$ cat src/rtl/ftp_pkg.sv
package ftp_pkg;
   function automatic int cap_for(input int depth, input int nact);
      return (nact <= 1) ? depth : depth / nact;
   endfunction
endpackage

$ cat src/rtl/ftp_occ_counter.sv
module ftp_occ_counter #(
   parameter int QDEPTH = 16,
   parameter int CNTW   = 2,
   localparam int OW    = $clog2(QDEPTH + 1)
) (
   input  logic            clk,
   input  logic            rst_n,
   input  logic [CNTW-1:0] add_n,
   input  logic [CNTW-1:0] sub_n,
   output logic [OW-1:0]   occ
);
   localparam int SW = OW + CNTW + 1;
   logic [SW-1:0] sum;
   logic [OW-1:0] nxt;

   always_comb begin
      sum = SW'(occ) + SW'(add_n);
      if (sum < SW'(sub_n))
         nxt = '0;
      else if (sum - SW'(sub_n) > SW'(QDEPTH))
         nxt = OW'(QDEPTH);
      else
         nxt = OW'(sum - SW'(sub_n));
   end

   always_ff @(posedge clk) begin
      if (!rst_n) occ <= '0;
      else        occ <= nxt;
   end
endmodule

$ cat src/rtl/ftp_cap_calc.sv
module ftp_cap_calc #(
   parameter int NTHR   = 4,
   parameter int QDEPTH = 16,
   localparam int OW    = $clog2(QDEPTH + 1),
   localparam int PW    = $clog2(NTHR + 1)
) (
   input  logic [NTHR-1:0] active,
   output logic [OW-1:0]   cap
);
   logic [OW-1:0] cap_tab [NTHR+1];
   logic [PW-1:0] nact;

   for (genvar k = 0; k <= NTHR; k++) begin : g_tab
      assign cap_tab[k] = OW'(ftp_pkg::cap_for(QDEPTH, k));
   end

   always_comb begin
      nact = '0;
      for (int i = 0; i < NTHR; i++) nact = nact + PW'(active[i]);
   end

   assign cap = cap_tab[nact];
endmodule

$ cat src/rtl/ftp_min_picker.sv
module ftp_min_picker #(
   parameter int NTHR   = 4,
   parameter int QDEPTH = 16,
   localparam int OW    = $clog2(QDEPTH + 1),
   localparam int TW    = $clog2(NTHR)
) (
   input  logic [NTHR-1:0]         elig,
   input  logic [NTHR-1:0][OW-1:0] occ,
   input  logic [TW-1:0]           last,
   output logic [NTHR-1:0]         grant,
   output logic [TW-1:0]           win
);
   always_comb begin
      logic          found;
      logic [OW-1:0] best;
      int            j;
      found = 1'b0;
      best  = '0;
      win   = last;
      for (int i = 0; i < NTHR; i++) begin
         j = int'(last) + 1 + i;
         if (j >= NTHR) j = j - NTHR;
         if (elig[j] && (!found || occ[j] < best)) begin
            found = 1'b1;
            best  = occ[j];
            win   = TW'(j);
         end
      end
      grant = '0;
      if (found) grant[win] = 1'b1;
   end
endmodule

$ cat src/rtl/fetch_thread_picker.sv
module fetch_thread_picker #(
   parameter int NTHR   = 4,
   parameter int QDEPTH = 16,
   parameter int CNTW   = 2,
   localparam int OW    = $clog2(QDEPTH + 1),
   localparam int TW    = $clog2(NTHR)
) (
   input  logic                      clk,
   input  logic                      rst_n,
   input  logic [NTHR-1:0]           thr_active,
   input  logic [NTHR-1:0]           thr_stall,
   input  logic [NTHR-1:0][CNTW-1:0] disp_cnt,
   input  logic [NTHR-1:0][CNTW-1:0] iss_cnt,
   output logic [NTHR-1:0]           fetch_grant
);
   if (NTHR < 2) begin : g_bad_nthr
      $error("fetch_thread_picker: NTHR must be at least 2");
   end
   if (QDEPTH < NTHR) begin : g_bad_depth
      $error("fetch_thread_picker: QDEPTH must be at least NTHR");
   end
   if (CNTW < 1) begin : g_bad_cntw
      $error("fetch_thread_picker: CNTW must be at least 1");
   end

   logic [NTHR-1:0][OW-1:0] occ_vec;
   logic [OW-1:0]           cap;
   logic [NTHR-1:0]         elig;
   logic [TW-1:0]           last_q, win;

   for (genvar k = 0; k < NTHR; k++) begin : g_thr
      ftp_occ_counter #(.QDEPTH(QDEPTH), .CNTW(CNTW)) cnt_i (
         .clk  (clk),
         .rst_n(rst_n),
         .add_n(disp_cnt[k]),
         .sub_n(iss_cnt[k]),
         .occ  (occ_vec[k])
      );
      assign elig[k] = thr_active[k] & ~thr_stall[k] & (occ_vec[k] < cap);
   end

   ftp_cap_calc #(.NTHR(NTHR), .QDEPTH(QDEPTH)) cap_i (
      .active(thr_active),
      .cap   (cap)
   );

   ftp_min_picker #(.NTHR(NTHR), .QDEPTH(QDEPTH)) pick_i (
      .elig (elig),
      .occ  (occ_vec),
      .last (last_q),
      .grant(fetch_grant),
      .win  (win)
   );

   always_ff @(posedge clk) begin
      if (!rst_n)          last_q <= TW'(NTHR - 1);
      else if (|fetch_grant) last_q <= win;
   end
endmodule

$ cat config.mk
export PLATFORM = sky130hd
export DESIGN_NAME = fetch_thread_picker
export DESIGN_NICKNAME = d
export VERILOG_FILES = /design/src/rtl/ftp_pkg.sv /design/src/rtl/ftp_occ_counter.sv /design/src/rtl/ftp_cap_calc.sv /design/src/rtl/ftp_min_picker.sv /design/src/rtl/fetch_thread_picker.sv
export SDC_FILE = /design/constraint.sdc
export NUM_CORES = 1
export LEC_CHECK = 0
export BUFFER_PORTS_ARGS = -buffer_cell sky130_fd_sc_hd__buf_2
export CAP_MARGIN = 20
export CORE_UTILIZATION = 40
export CTS_CLUSTER_SIZE = 16
export DETAILED_ROUTE_END_ITERATION = 16
export PLACE_DENSITY_LB_ADDON = 0.15
export SETUP_SLACK_MARGIN = 0.3
export SYNTH_ARGS = -nofsm -noshare
export SYNTH_HDL_FRONTEND = slang
export SYNTH_SLANG_ARGS = --single-unit
$ cat constraint.sdc
create_clock -name clk -period 17 [get_ports clk]
set_clock_uncertainty 0.2 [all_clocks]
set_input_delay 1.7 -clock clk [delete_from_list [all_inputs] [get_ports clk]]
set_output_delay 1.7 -clock clk [all_outputs]
set_load 0.005 [all_outputs]
# [Word level (Yosys, flattened, before mapping)]
# Memory sizes are Yosys's and may differ from the RTL's.
# Cells that the tools add are included.
[totals] memories=1 mem_bits_rw=0 regBits=22 latchBits=0 output_inout_bits=4 rom_bits=40
[mem_list] memory="(name not given)" words=8 width=5 read_ports=1 rd_clocked_by_memory_dff=0 wr=0 line_no="ftp_cap_calc.sv:22" text="assign cap = cap_tab[nact];"
[op_classes] div=0 bitwise=14 n_shift=0 addsub=19 reduce_logical=19 multipliers=0 muxes=48 n_eq_ne=0 order_cmp=26
[ops] op="< comparator 32 x 4 -> 1 bit, second input constant" count=4
[ops] op="two-way mux 32 bit" count=4
[ops] op="greater-or-equal comparator 32 x 4 -> 1 bit, second input constant" count=3
[ops] op="subtractor 32 x 4 -> 32 bit, second input constant" count=3
[ops] op="two-way mux 5 bit" count=17
[ops] op="adder 32 x 3 -> 32 bit, second input constant" count=2
[ops] op="binary-select mux 5 bit (select 2 bit)" count=4
[ops] op="< comparator 5 bit" count=7
[ops] op="adder 32 x 2 -> 32 bit, second input constant" count=1
[ops] op="> comparator 8 x 5 -> 1 bit, second input constant" count=4
[ops] op="< comparator 8 x 2 -> 1 bit" count=4
[ops] op="subtractor 8 x 2 -> 8 bit" count=4
[ops] op="adder 5 x 2 -> 6 bit" count=4
[ops] op="two-way mux 1 bit" count=13
[ops] op="OR reduction 3 bit" count=4
[ops] op="bitwise AND 1 bit" count=8
[ops] op="binary-select mux 1 bit (select 2 bit)" count=4
[ops] op="two-way mux 2 bit" count=4
[ops] op="OR reduction 2 bit" count=4
[ops] op="adder 3 x 1 -> 3 bit" count=2
[ops] op="NOT 1 bit" count=5
[ops] op="greater-or-equal comparator 4 bit, second input constant" count=1
[ops] op="logical AND 1 bit" count=4
[ops] op="two-way mux 4 bit" count=1
[ops] op="other kinds (11)" count=15

# [Logic depth before layout (Yosys ltp)]
[depth] word_depth=31 mapped_depth=39 mapped_depth_nobuf=39

# [Hierarchy]
# Synthesis repeated with hierarchy kept, for this count alone.
[hier_totals] cells_unflattened=451 area_unflattened_um2=4006.3
[modules_own_cells] module="ftp_occ_counter" cells_per_inst=53 area_each_um2=505.5 seq_area_each_um2=100.1 n_inst=4
[modules_own_cells] module="ftp_min_picker" cells_per_inst=169 area_each_um2=1418.9 seq_area_each_um2=0.0 n_inst=1
[modules_own_cells] module="fetch_thread_picker" cells_per_inst=59 area_each_um2=459.2 seq_area_each_um2=40.0 n_inst=1
[modules_own_cells] module="ftp_cap_calc" cells_per_inst=11 area_each_um2=106.4 seq_area_each_um2=0.0 n_inst=1

# [Worst setup path before layout]
# Ideal clock, no wire load.
[synth_timing] path_kind="in2out" from="input thr_active[0]" to="output fetch_grant[0]" path_stages=37 n_path_buf=0 slack_ns=6.565 required_time_ns=15.100 t_arrival_ns=8.535 path_cell_list="ha_1 -> inv_1 -> fa_1 -> inv_1 -> ha_1 -> inv_2 -> nand3_1 -> ha_1 -> o311a_1 -> a311oi_1 -> o21a_1 -> mux4_2 -> o211a_1 -> inv_1 -> ha_1 -> a21o_1 -> a21o_1 -> a21o_1 -> o21ba_2 -> o21ai_1 -> a41oi_1 -> ha_1 -> a21o_1 -> a21o_1 -> a21o_1 -> a31oi_1 -> nand2_1 -> nand2_1 -> o21ai_1 -> ha_1 -> a21o_1 -> a21o_1 -> a21oi_1 -> o211ai_1 -> o211ai_1 -> nand3_1 -> a211oi_2"
[synth_via] elab_chain_cells=30
[synth_lines] element="start: declaration" line_no="fetch_thread_picker.sv:10" text="input logic [NTHR-1:0] thr_active,"
[synth_lines] element="adder 1 x 1 -> 2 bit" line_no="ftp_cap_calc.sv:19" text="for (int i = 0; i < NTHR; i++) nact = nact + PW'(active[i]);"
[synth_lines] element="adder 3 x 1 -> 3 bit (2 in series)" line_no="ftp_cap_calc.sv:19"
[synth_lines] element="NOT 3 -> 4 bit (not written as such)" line_no="ftp_cap_calc.sv:22"
[synth_lines] element="memory (8 x 5 bit)"
[synth_lines] element="two-way mux 5 bit (not written as such) (2 in series)" line_no="ftp_cap_calc.sv:22"
[synth_lines] element="< comparator 5 bit" line_no="fetch_thread_picker.sv:39" text="assign elig[k] = thr_active[k] & ~thr_stall[k] & (occ_vec[k] < cap);"
[synth_lines] element="bitwise AND 1 bit" line_no="fetch_thread_picker.sv:39"
[synth_lines] element="binary-select mux 1 bit (select 2 bit)" line_no="ftp_min_picker.sv:23" text="if (elig[j] && (!found || occ[j] < best)) begin"
[synth_lines] element="[12 not listed]"
[synth_lines] element="logical OR 1 bit" line_no="ftp_min_picker.sv:23"
[synth_lines] element="logical AND 1 bit" line_no="ftp_min_picker.sv:23"
[synth_lines] element="two-way mux 2 bit" line_no="ftp_min_picker.sv:23"
[synth_lines] element="< comparator 2 x 3 -> 1 bit (not written as such) / greater-or-equal comparator 2 x 1 -> 1 bit (equally long branches)" line_no="ftp_min_picker.sv:30" text="if (found) grant[win] = 1'b1;"
[synth_lines] element="logical AND 1 bit (not written as such)" line_no="ftp_min_picker.sv:30"
[synth_lines] element="two-way mux 1 bit (not written as such)" line_no="ftp_min_picker.sv:30"
[synth_lines] element="demux 1 bit (select 2 bit)"
[synth_lines] element="two-way mux 4 bit *" line_no="ftp_min_picker.sv:30"
[synth_lines] element="end: declaration" line_no="fetch_thread_picker.sv:14" text="output logic [NTHR-1:0] fetch_grant"
# Mark *: on every way between the ends. The rest lies on a longest branch, timed or not. The select of a mux whose other input is x is not followed.

# [Worst setup path after layout]
# Ends and elaborated chain as after synthesis.

==> summary.txt <==
CLOCK TREE
-----------------------------------------------------------------------------------------------
Clock input transition at the sequential cells of the worst setup and hold paths        0.10 ns
Post CTS Setup Buffer Count                                                                   0
Number of clock buffers inserted by TritonCTS                                                 3
Insertion delay to the later sink of the worst-skew pair                                0.27 ns
Total number of H-tree levels                                                                 1
Hold_buf cts                                                                                  0
Maximum buffer depth of the clock tree                                                        2
CTS Root Buffer Type                                                                   clkbuf_8
Post-CTS sizing                                                                               0
CTS tree                                                                                   done
Clk sink count                                                                               22

SYNTHESIS
-----------------------------------------------------------------------------------------------
Netlist area before placement                                                         3610 um^2
Seq/Total Area, Yosys                                                                     12.2%
Share of the synthesized area in the top cell type                                        13.5%
Count of cell types in the netlist                                                           70
Number of enable-type register cells in the synthesized netlist                               0
Most frequently used flop master after synthesis                                        dfxtp_1
Number of register bits inferred by synthesis                                                22
Largest cells by area after synthesis                                              ha_1 14%, dfxtp_1 12%, mux4_2 7.5%
Cell taking the most area after synthesis                                                  ha_1
Share of synthesized flip-flops with an asynchronous set or reset                            0%
Net count after synthesis                                                                   504
Post-Syn Instances                                                                          430
Synth warn                                                                                    0
Syn avg cell area                                                                     8.40 um^2

FINISH
-----------------------------------------------------------------------------------------------
Commonest non-fill, non-tap cells in the layout                                    39 x ha_1, 31 x inv_1, 29 x buf_2
Nets                                                                                        520
Post-route core utilization                                                               44.4%
Relative area change from synthesis to final layout                                       7.17%
Commonest non-fill, non-tap cell in the layout                                             ha_1
Fraction of final layout cells sized beyond drive strength 1                              16.2%
Total inserted antenna cells                                                                  0

PWR
-----------------------------------------------------------------------------------------------
Max rail drop VDD                                                                     0.0571 mV
Power Density                                                                       177 nW/um^2
Static Leak                                                                             1.76 nW
Total Power Consumption                                                                  684 uW

DRT
-----------------------------------------------------------------------------------------------
DRC violations left                                                                           0
Routed length per instance                                                              16.6 um
Final routed wirelength across all metal layers                                         9.16 mm
Vias                                                                                      3,318
Length of the first detailed-routing pass in iterations                                       5
Remaining antenna violation count                                                             0
Vias per cell                                                                              6.00
Violation count after the first detailed-route iteration                                    177

GLOBAL ROUTING
-----------------------------------------------------------------------------------------------
Via count of the first global-routing pass                                                3,148
Met3 Use GR                                                                               1.88%
Largest net degree at the start of global routing                                            44
Met1 Resource Use GR                                                                      29.5%
Total gr overflow                                                                             0
Met2 track demand over resource                                                           31.6%
GR peak layer                                                                              met2
All-Layer GR Usage                                                                        20.2%
Number of antenna violations at the first check in global routing                             0
Global-route wire length before repair                                                  15.6 mm

CRITICAL PATH
-----------------------------------------------------------------------------------------------
Largest driver fanout on the critical path                                                    7
Largest stage delay on the critical path                                                0.44 ns
Reg-to-reg critical path endpoint                                                     last_q[1]
Critical R2R Launch                                                                g_thr[3].cnt_i.occ[3]
Most numerous cell on the critical path                                                  a21o_1
Element type at the critical path end                                                output pin
Type of origin of the critical path                                                primary input
Required time at the worst-slack endpoint                                              15.10 ns
Critical-path cell with the highest stage delay                                        a311oi_1
Critical Setup Path Class                                                                in2out
Worst Path Arrival                                                                      9.64 ns
Reg-to-reg setup timing slack                                                           9.63 ns
R2R cell count                                                                               31

OUTCOME
-----------------------------------------------------------------------------------------------
Result of the run                                                                  finished clean

DIE
-----------------------------------------------------------------------------------------------
# rows                                                                                       34
Vertical die dimension                                                                  97.0 um
Die footprint                                                                         9420 um^2
Placeable core area                                                                   8720 um^2
Ports placed on the boundary                                                                 30
Chip width                                                                              97.0 um
Starting utilization of the core area                                                     41.4%

PLACEMENT
-----------------------------------------------------------------------------------------------
Detailed-placement wirelength estimate                                                  7.27 mm
Number of buffer cells added on primary ports                                                29
Final RePlAce weighted congestion                                                         0.878

STA
-----------------------------------------------------------------------------------------------
Final hold viol count                                                                         0
Relative slew slack                                                                       61.2%
Fin. max-slew vios                                                                            0
Final Setup Violations                                                                        0
Actual transition at the worst max-transition pin                                      0.581 ns
Setup Total Neg Slack                                                                      0 ns
Fin Hold WS                                                                            0.484 ns
Achievable clock frequency                                                             86.7 MHz
Final period util                                                                         67.9%
Unrepaired setup endpoints after global routing                                              no
Tmin final                                                                             11.54 ns

JOB
-----------------------------------------------------------------------------------------------
Number of max-cap violations                                                                  0

WORST HOLD PATH
-----------------------------------------------------------------------------------------------
Startpoint of the most critical hold path                                          g_thr[0].cnt_i.occ[4]
Number of stages on the worst hold path                                                       2
Worst Hold Path EP                                                                 g_thr[0].cnt_i.occ[4]
Worst hold path class                                                                   reg2reg

==> cell type report <==
cell class | instances | area, um^2
multi-input cells | 355 | 2940
clock buffers | 3 | 41.3
inverters | 33 | 124
clock inverters | 1 | 30.0
well taps | 108 | 135
fillers | 869 | 4850
repair buffers | 31 | 160
flip-flops and latches | 22 | 440
==> how the worst max path moves through the flow <==
stage / startpoint / to / slack, ns
floorplan: thr_active[0] / fetch_grant[0] / 6.57
global placement: thr_active[1] / fetch_grant[0] / 5.70
detailed placement: thr_active[0] / fetch_grant[0] / 5.48
CTS: thr_active[0] / fetch_grant[0] / 5.47
global route: thr_active[0] / fetch_grant[0] / 4.77
finish: thr_active[0] / fetch_grant[0] / 5.46
==> power by group <==
group,internal [mW],total [mW],switching [mW]
clock network,0.0315,0.0529,0.0214
logic,0.234,0.522,0.288
registers,0.0688,0.110,0.0410
==> synth_stat cells (6+ instances only) <==
| library cell | n |
|---|---|
| a211oi_1 | 8 |
| a21o_1 | 10 |
| a21oi_1 | 25 |
| a31oi_1 | 8 |
| clkbuf_1 | 14 |
| dfxtp_1 | 22 |
| fa_1 | 9 |
| ha_1 | 39 |
| inv_1 | 31 |
| mux2_2 | 8 |
| mux2i_1 | 9 |
| mux4_2 | 12 |
| nand2_1 | 25 |
| nand3_1 | 20 |
| nor2_1 | 24 |
| nor2b_1 | 9 |
| nor3_1 | 14 |
| o211ai_1 | 6 |
| o21ai_0 | 13 |
| xnor2_1 | 6 |
| xor2_1 | 12 |
==> logic make-up after synthesis <==
group	share of synthesized area [%]
XOR/XNOR	4.36
multiplexers	13.9
flip-flops	12.2
buffers and inverters	6.41
AO/OA/AOI/OAI	24.9
AND/OR/NAND/NOR	19.8
adder cells (fa/ha/maj)	18.5
==> state kept, by name, summed over array words and instances (netlist names) <==
register / cells
g_thr.cnt_i.occ: 20
last_q: 2
==> layer usage <==
metal	vias to the layer above	share of wire (%)
li1	1653	-
met1	1555	50
met2	95	43
met3	15	5.5
met4	0	2.3
met5	-	0
==> worst max-delay path: cells and delay by family <==
family          cells  cell delay (ns)
compound gates     20             4.32
fa+ha+maj           7             2.03
buf+inv             6             0.52
mux                 1             0.35
simple gates        5             0.72
==> through the flow <==
| stage | worst slack [ns] | instance area (um^2) | cells |
|---|---|---|---|
| final | 5.46 | 3870 | 553 |
| after global routing | 4.77 | 3870 | 553 |
| after CTS | 5.47 | 3870 | 553 |
| after detailed placement | 5.48 | 3800 | 549 |
| after global placement | 5.70 | 3800 | 549 |
| after floorplan | 6.57 | 3610 | 430 |
Power figures use the tool's default switching activity.
